### src/rtl/vdac_pkg.sv
// Shared definitions for the video DAC bus serializer.
// Assumes a fixed four-beat group; only data widths are parameters.
package vdac_pkg;
    localparam int SLOTS = 4;
    localparam int PH_W  = $clog2(SLOTS);

    // Beat order within a group; the encoding is the beat index
    typedef enum logic [PH_W-1:0] {
        SLOT_RED = 2'd0,
        SLOT_GRN = 2'd1,
        SLOT_BLU = 2'd2,
        SLOT_SYN = 2'd3
    } slot_e;
endpackage

### src/rtl/vdac_phase_ctr.sv
// Beat counter: advances once per bus clock and wraps after the sync beat.
// Assumes the bus clock is four times the pixel rate.
module vdac_phase_ctr
    import vdac_pkg::*;
(
    input  logic  clk_4x,
    input  logic  rst_n,
    output slot_e phase_o
);
    slot_e phase_q;

    // Count beats; reset parks the counter on the red beat
    always_ff @(posedge clk_4x) begin
        if (!rst_n) phase_q <= SLOT_RED;
        else        phase_q <= slot_e'(phase_q + 1'b1);
    end

    assign phase_o = phase_q;
endmodule

### src/rtl/vdac_capture.sv
// Holds green, blue and sync flags of the current group.
// Loads only at the start of a group, so a group never mixes two pixels.
// Colours are blanked here when enable is low at load time.
module vdac_capture #(
    parameter int CHAN_W = 8,
    parameter int SYNC_N = 4
) (
    input  logic              clk_4x,
    input  logic              rst_n,
    input  logic              load_i,
    input  logic              en_i,
    input  logic [CHAN_W-1:0] grn_i,
    input  logic [CHAN_W-1:0] blu_i,
    input  logic [SYNC_N-1:0] sync_i,
    output logic [CHAN_W-1:0] grn_o,
    output logic [CHAN_W-1:0] blu_o,
    output logic [SYNC_N-1:0] sync_o
);
    // Latch the pixel tail and flags at group start
    always_ff @(posedge clk_4x) begin
        if (!rst_n) begin
            grn_o  <= '0;
            blu_o  <= '0;
            sync_o <= '0;
        end else if (load_i) begin
            grn_o  <= en_i ? grn_i : '0;
            blu_o  <= en_i ? blu_i : '0;
            sync_o <= sync_i;
        end
    end
endmodule

### src/rtl/vdac_slot_mux.sv
// Selects the word for the current beat and registers it onto the bus.
// Red comes straight from the input on the group's first beat; later beats
// use captured values. Assumes CHAN_W >= BUS_W >= SYNC_N.
module vdac_slot_mux
    import vdac_pkg::*;
#(
    parameter int CHAN_W = 8,
    parameter int BUS_W  = 7,
    parameter int SYNC_N = 4
) (
    input  logic              clk_4x,
    input  logic              rst_n,
    input  slot_e             phase_i,
    input  logic              en_i,
    input  logic [CHAN_W-1:0] red_i,
    input  logic [CHAN_W-1:0] grn_i,
    input  logic [CHAN_W-1:0] blu_i,
    input  logic [SYNC_N-1:0] sync_i,
    output logic [BUS_W-1:0]  data_o,
    output logic              mark_o
);
    localparam int TOP = CHAN_W - 1;

    logic [BUS_W-1:0] sync_word;
    logic [BUS_W-1:0] idle_word;
    logic [BUS_W-1:0] next_word;

    // Build the sync word: inverted flags on low lines, zero above
    for (genvar i = 0; i < BUS_W; i++) begin : g_sync_line
        if (i < SYNC_N) begin : g_flag
            assign sync_word[i] = ~sync_i[i];
            assign idle_word[i] = 1'b1;
        end else begin : g_spare
            assign sync_word[i] = 1'b0;
            assign idle_word[i] = 1'b0;
        end
    end

    // Pick the beat word; colours keep their upper BUS_W bits
    always_comb begin
        unique case (phase_i)
            SLOT_RED: next_word = en_i ? red_i[TOP -: BUS_W] : '0;
            SLOT_GRN: next_word = grn_i[TOP -: BUS_W];
            SLOT_BLU: next_word = blu_i[TOP -: BUS_W];
            default:  next_word = sync_word;
        endcase
    end

    // Register bus and marker; reset shows an idle sync beat
    always_ff @(posedge clk_4x) begin
        if (!rst_n) begin
            data_o <= idle_word;
            mark_o <= 1'b0;
        end else begin
            data_o <= next_word;
            mark_o <= (phase_i != SLOT_SYN);
        end
    end
endmodule

### src/rtl/vdac_bus_serializer.sv
// Top level: four-beat serializer from a parallel pixel to the DAC bus.
// Assumes the pixel source holds its inputs stable around group start.
module vdac_bus_serializer
    import vdac_pkg::*;
#(
    parameter int CHAN_W = 8,
    parameter int BUS_W  = 7,
    parameter int SYNC_N = 4
) (
    input  logic              clk_4x,
    input  logic              rst_n,
    input  logic              pix_en,
    input  logic [CHAN_W-1:0] pix_red,
    input  logic [CHAN_W-1:0] pix_grn,
    input  logic [CHAN_W-1:0] pix_blu,
    input  logic [SYNC_N-1:0] sync_flags,
    output logic [BUS_W-1:0]  dac_data,
    output logic              dac_mark
);
    slot_e             phase_w;
    logic              load_w;
    logic [CHAN_W-1:0] cap_grn_w;
    logic [CHAN_W-1:0] cap_blu_w;
    logic [SYNC_N-1:0] cap_sync_w;

    assign load_w = (phase_w == SLOT_RED);

    vdac_phase_ctr u_phase (
        .clk_4x  (clk_4x),
        .rst_n   (rst_n),
        .phase_o (phase_w)
    );

    vdac_capture #(.CHAN_W(CHAN_W), .SYNC_N(SYNC_N)) u_cap (
        .clk_4x (clk_4x),
        .rst_n  (rst_n),
        .load_i (load_w),
        .en_i   (pix_en),
        .grn_i  (pix_grn),
        .blu_i  (pix_blu),
        .sync_i (sync_flags),
        .grn_o  (cap_grn_w),
        .blu_o  (cap_blu_w),
        .sync_o (cap_sync_w)
    );

    vdac_slot_mux #(.CHAN_W(CHAN_W), .BUS_W(BUS_W), .SYNC_N(SYNC_N)) u_mux (
        .clk_4x  (clk_4x),
        .rst_n   (rst_n),
        .phase_i (phase_w),
        .en_i    (pix_en),
        .red_i   (pix_red),
        .grn_i   (cap_grn_w),
        .blu_i   (cap_blu_w),
        .sync_i  (cap_sync_w),
        .data_o  (dac_data),
        .mark_o  (dac_mark)
    );
endmodule

### config.mk
export PLATFORM = sky130hd
export DESIGN_NAME = vdac_bus_serializer
export DESIGN_NICKNAME = d
export VERILOG_FILES = /design/src/rtl/vdac_pkg.sv /design/src/rtl/vdac_phase_ctr.sv /design/src/rtl/vdac_capture.sv /design/src/rtl/vdac_slot_mux.sv /design/src/rtl/vdac_bus_serializer.sv
export SDC_FILE = /design/constraint.sdc
export NUM_CORES = 1
export LEC_CHECK = 0
export BUFFER_PORTS_ARGS = -buffer_cell sky130_fd_sc_hd__buf_2
export CAP_MARGIN = 20
export CORE_AREA = 4 4 57 59
export CTS_BUF_LIST = sky130_fd_sc_hd__clkbuf_4 sky130_fd_sc_hd__clkbuf_8
export DETAILED_ROUTE_END_ITERATION = 8
export DIE_AREA = 0 0 61 63
export PLACE_DENSITY = 0.76
export SLEW_MARGIN = 20
export SYNTH_ARGS = -nofsm -noshare
export SYNTH_HDL_FRONTEND = slang
export SYNTH_HIERARCHICAL = 1
export SYNTH_SLANG_ARGS = --single-unit
### constraint.sdc
create_clock -name clk_4x -period 2.7 [get_ports clk_4x]
set_input_delay 0.135 -clock clk_4x [delete_from_list [all_inputs] [get_ports clk_4x]]
set_output_delay 0.135 -clock clk_4x [all_outputs]
set_load 0.01 [all_outputs]
### Word level (Yosys, flattened, before mapping)

Cells that the tools add are included.

* bits in registers: 30
* input port bits: 31
* output and inout port bits: 8
* logic and storage cells: 19

* $add $sub $neg: 1
* equality and inequality tests: 3
* muxes and demuxes: 4
* bitwise operators: 4
* reductions and logical operators: 1

Operators with widths (number)
* 7-bit case mux with 3 select lines: 1
* 8-bit 2-to-1 mux: 2
* 7-bit 2-to-1 mux: 1
* 1-bit inverter: 4
* 2-bit by 1-bit adder with 2-bit output, second input constant: 1
* 2-bit by 1-bit == test with 1-bit output, second input constant: 1
* 2-bit == test, second input constant: 1
* 2-bit logical NOT: 1
* 2-bit != test, second input constant: 1

### Logic depth before layout (Yosys ltp)

* depth after elaboration: 2
* depth in mapped cells: 5
* depth with buffers taken out: 3

### Hierarchy

Netlist, hierarchy kept.

Modules (own cells, without submodules)
* vdac_capture: times used 1, cells an instance 86, area an instance 827.0 µm², seq. area each 400.4 µm²
* vdac_slot_mux: times used 1, cells an instance 43, area an instance 386.6 µm², seq. area each 160.2 µm²
* vdac_phase_ctr: times used 1, cells an instance 5, area an instance 63.8 µm², seq. area each 40.0 µm²
* vdac_bus_serializer: times used 1, cells an instance 1, area an instance 3.8 µm², seq. area each 0.0 µm²

### Worst setup path before layout

Ideal clock, no wire load.

* kind: flip-flop to flip-flop
* from: register u_phase.phase_q[1], in the netlist u_phase/phase_o[1]
* to: register u_mux.data_o[4]
* library setup time: 0.116 ns
* data arrival time: 0.935 ns
* data required time: 2.584 ns
* path slack: 1.649 ns
* stages on the path, launching flop included: 4
* path buffers: 0
* clock period less this slack: 1.051 ns
* cell sequence: dfxtp_1 -> nor2b_2 -> a221o_1 -> and3_1

* word-level cells in the longest chain between the ends: 2
* elaborated cells on any way between the ends: 4
* those cells by class: eq/ne: 2; mux: 1; reduce/logical: 1

Ends and longest elaborated chain
* from (decl): RTL line vdac_phase_ctr.sv:10 `slot_e phase_q;`
* from (signal assigned): RTL line vdac_phase_ctr.sv:15 `else phase_q <= slot_e'(phase_q + 1'b1);`
* 2-bit == test, or another cell as far along: RTL line vdac_slot_mux.sv:41 `unique case (phase_i)`
* 7-bit case mux with 3 select lines (*): RTL line vdac_slot_mux.sv:41
* to (signal assigned): RTL line vdac_slot_mux.sv:52 `data_o <= idle_word;`
* to (signal assigned): RTL line vdac_slot_mux.sv:55 `data_o <= next_word;`
* to (decl): RTL line vdac_slot_mux.sv:19 `output logic [BUS_W-1:0] data_o,`

Every way passes the cells marked *; elsewhere a longest branch is shown, timed or not.
A chain may end at the register's enable or synchronous reset.

### Worst setup path in the final report

* from: register u_phase.phase_q[0], in the netlist u_phase/phase_o[0]
* to: register u_cap.sync_o[1]

* word-level cells in the longest chain between the ends: 1

Ends and longest elaborated chain
* 2-bit logical NOT: RTL line vdac_bus_serializer.sv:26 `assign load_w = (phase_w == SLOT_RED);`
* via load_w: RTL line vdac_bus_serializer.sv:21 `logic load_w;`
* to (signal assigned): RTL line vdac_capture.sv:28 `sync_o <= sync_i;`
* to (decl): RTL line vdac_capture.sv:17 `output logic [SYNC_N-1:0] sync_o`

The timed path passes the listed nets, and every way through them passes these cells.

==> impl_metrics.csv <==
group,metric,value,unit
outcome,status,"finished clean",
clocking,cts_sinks,28,
drt,vias,1036,
final_layout,diodes,0,
synthesis,yosys_warnings,6,
floorplan,coreArea,2710,µm²
sta,fin_setup_tns,0,ns
power_and_ir_drop,ir_drop,304,µV
final_layout,nets,187,
power_and_ir_drop,p_clk_frac,0.216,
setup_path,path_class,"flip-flop to flip-flop",
global_route,grt_pass1_vias,951,
sta,hold_violations,0,
sta,finalCritPeriodShare,0.587,
sta,relSlewSlack,0.569,
floorplan,start_util,0.445,
power_and_ir_drop,power.density,569,nW/µm²
synthesis,syn_inst,127,
floorplan,fp.dieW,61,µm
sta,grt_setup_unrepaired,"no",
global_route,antenna_found_initial,0,
clocking,postCtsSetupRepairBufs,0,
final_layout,stdcell_count,185,
global_route,grt_start_max_net_pins,44,
drt,drc,0,
power_and_ir_drop,pwr-share-comb,0.178,
clocking,cts_tree,"built",
placement,io_buffers,35,
drt,drt_iter0_markers,46,
sta,worstMarginPinSlew,0.647,ns
global_route,grt_use_total,0.144,
final_layout,area_growth,11.8,%
final_layout,drive_gt1_frac,0.273,
drt,wl,2.62,mm
placement,dpl-instance-area,1330,µm²
floorplan,dieHeight,63,µm
global_route,overflow,0,
drt,ant_nets,0,
clocking,htree_levels,1,
placement,gp_congestion,0.802,
placement,pre_cts_ws,1.17,ns
power_and_ir_drop,p_leak,0.623,nW
setup_path,crit_chain,"nor2_1, buf_4, mux2i_1, nor2b_1",
floorplan,ios,39,
clocking,clk_latency,0.32,ns
setup_path,worstPathArrival,1.81,ns
setup_path,slowest_stage,"dfxtp_1",
floorplan,row_count,19,
sta,slew_violations,0,
sta,layout_min_cycle_time,1.58,ns
clocking,clock_path_buffers,2,
clocking,cts_buffers,3,
setup_path,crit_family,"flip-flops",
synthesis,syn_avg_cell_area,9.50,µm²
setup_path,critPathCaptureType,"flip-flop",
sta,timing.fmax,0.631,GHz
flow_run,cap_violations,0,
synthesis,syn-num-nets,158,
setup_path,max_stage_delay,0.47,ns
final_layout,final_cell_area,1350,µm²
sta,post-route-worst-setup-slack,1.12,ns
power_and_ir_drop,switching_power,0.205,mW
setup_path,critPathLaunchType,"flip-flop",
power_and_ir_drop,swShare,0.268,
clocking,ctsResizeCount,0,
power_and_ir_drop,pwr-share-seq,0.606,
global_route,grt_pass1_wl,4.31,mm
placement,dp_hpwl,1.84,mm
sta,finClkSkew,0.00125,ns
clocking,root_buffer,"clkbuf_4",
drt,wl_per_cell,14.2,µm
clocking,cts_hold_buf,0,
drt,via_per_inst,5.60,
clocking,clk_pin_slew,0.13,ns
sta,finalSetupViolCount,0,
setup_path,crit_fanout,27,
synthesis,synth.cell_area,1210,µm²
drt,drt_first_pass_iters,4,
placement,place_inst,182,
worst_hold_path,hp-class,"primary input to flip-flop",
sta,hold_ws,0.0426,ns
floorplan,die-area,3840,µm²
power_and_ir_drop,p_int,0.562,mW
setup_path,required,2.93,ns
setup_path,crit_buf_inv,1,
final_layout,fin_util,0.498,
power_and_ir_drop,power,0.767,mW
power groups by stage:
stage               clock network (mW)  registers, mW  logic, mW
finish                           0.166          0.464      0.137
global route                     0.187          0.470      0.151
CTS                              0.170          0.464      0.137
detailed placement                   0          0.474      0.135
global placement                     0          0.472      0.131
floorplan                            0          0.472      0.106
tightest hold or removal path: cells and delay by family:
| kind | cells | cell delay [ns] |
|---|---|---|
| AND/OR/NAND/NOR | 2 | 0.14 |
| buffers and inverters | 1 | 0.07 |
routing by layer:
| metal | part of all wire | track usage | vias to the layer above |
|---|---|---|---|
| met5 | 0 | 0 | - |
| met4 | 0.018 | 0.0488 | 0 |
| met3 | 0.093 | 0.0393 | 7 |
| met2 | 0.45 | 0.219 | 46 |
| met1 | 0.44 | 0.192 | 475 |
| li1 | - | - | 508 |
worst paths after layout:
| path | from | to | slack [ns] | cells after the start |
|---|---|---|---|---|
| hold / removal | pix_blu[3] | u_cap/blu_o[3] | 0.04 | 3 |
| setup reg to reg | u_phase/phase_o[0] | u_cap/sync_o[1] | 1.12 | 4 |
| setup / recovery | u_phase/phase_o[0] | u_cap/sync_o[1] | 1.12 | 4 |
| hold reg to reg | u_cap/grn_o[4] | u_cap/grn_o[4] | 0.48 | 2 |
state kept, by name, summed over array words and instances, names as in the netlist:
| name | flops |
|---|---|
| u_mux/data_o | 7 |
| u_cap/blu_o | 7 |
| u_phase/phase_o | 2 |
| u_cap/sync_o | 4 |
| u_cap/grn_o | 7 |
| u_mux/mark_o | 1 |
final cells by class:
cell class / count / area [µm²]
clock buffers: 3 / 22.5
multi-input cells: 83 / 526
flip-flops and latches: 28 / 561
inverters: 3 / 11.3
well taps: 31 / 38.8
repair buffers: 37 / 190
fillers: 279 / 1360
cell usage in the layout (no fill, tap or decap):
cell      count
a221o_1       3
and2_1        1
a32oi_1       1
and3_1        3
a221oi_1      3
mux2i_1       4
a21oi_1       1
nand3b_1     15
nor2_1        1
nand4_1      14
buf_2        35
o21ai_0       7
buf_4         2
xor2_1        1
inv_1         3
nor2b_1       4
nand2_1      18
a31oi_1       3
dfxtp_1      28
nor2b_2       1
clkbuf_4      3
and2b_2       1
a21boi_0      1
nand2b_1      1
Power figures use the tool's default switching activity.
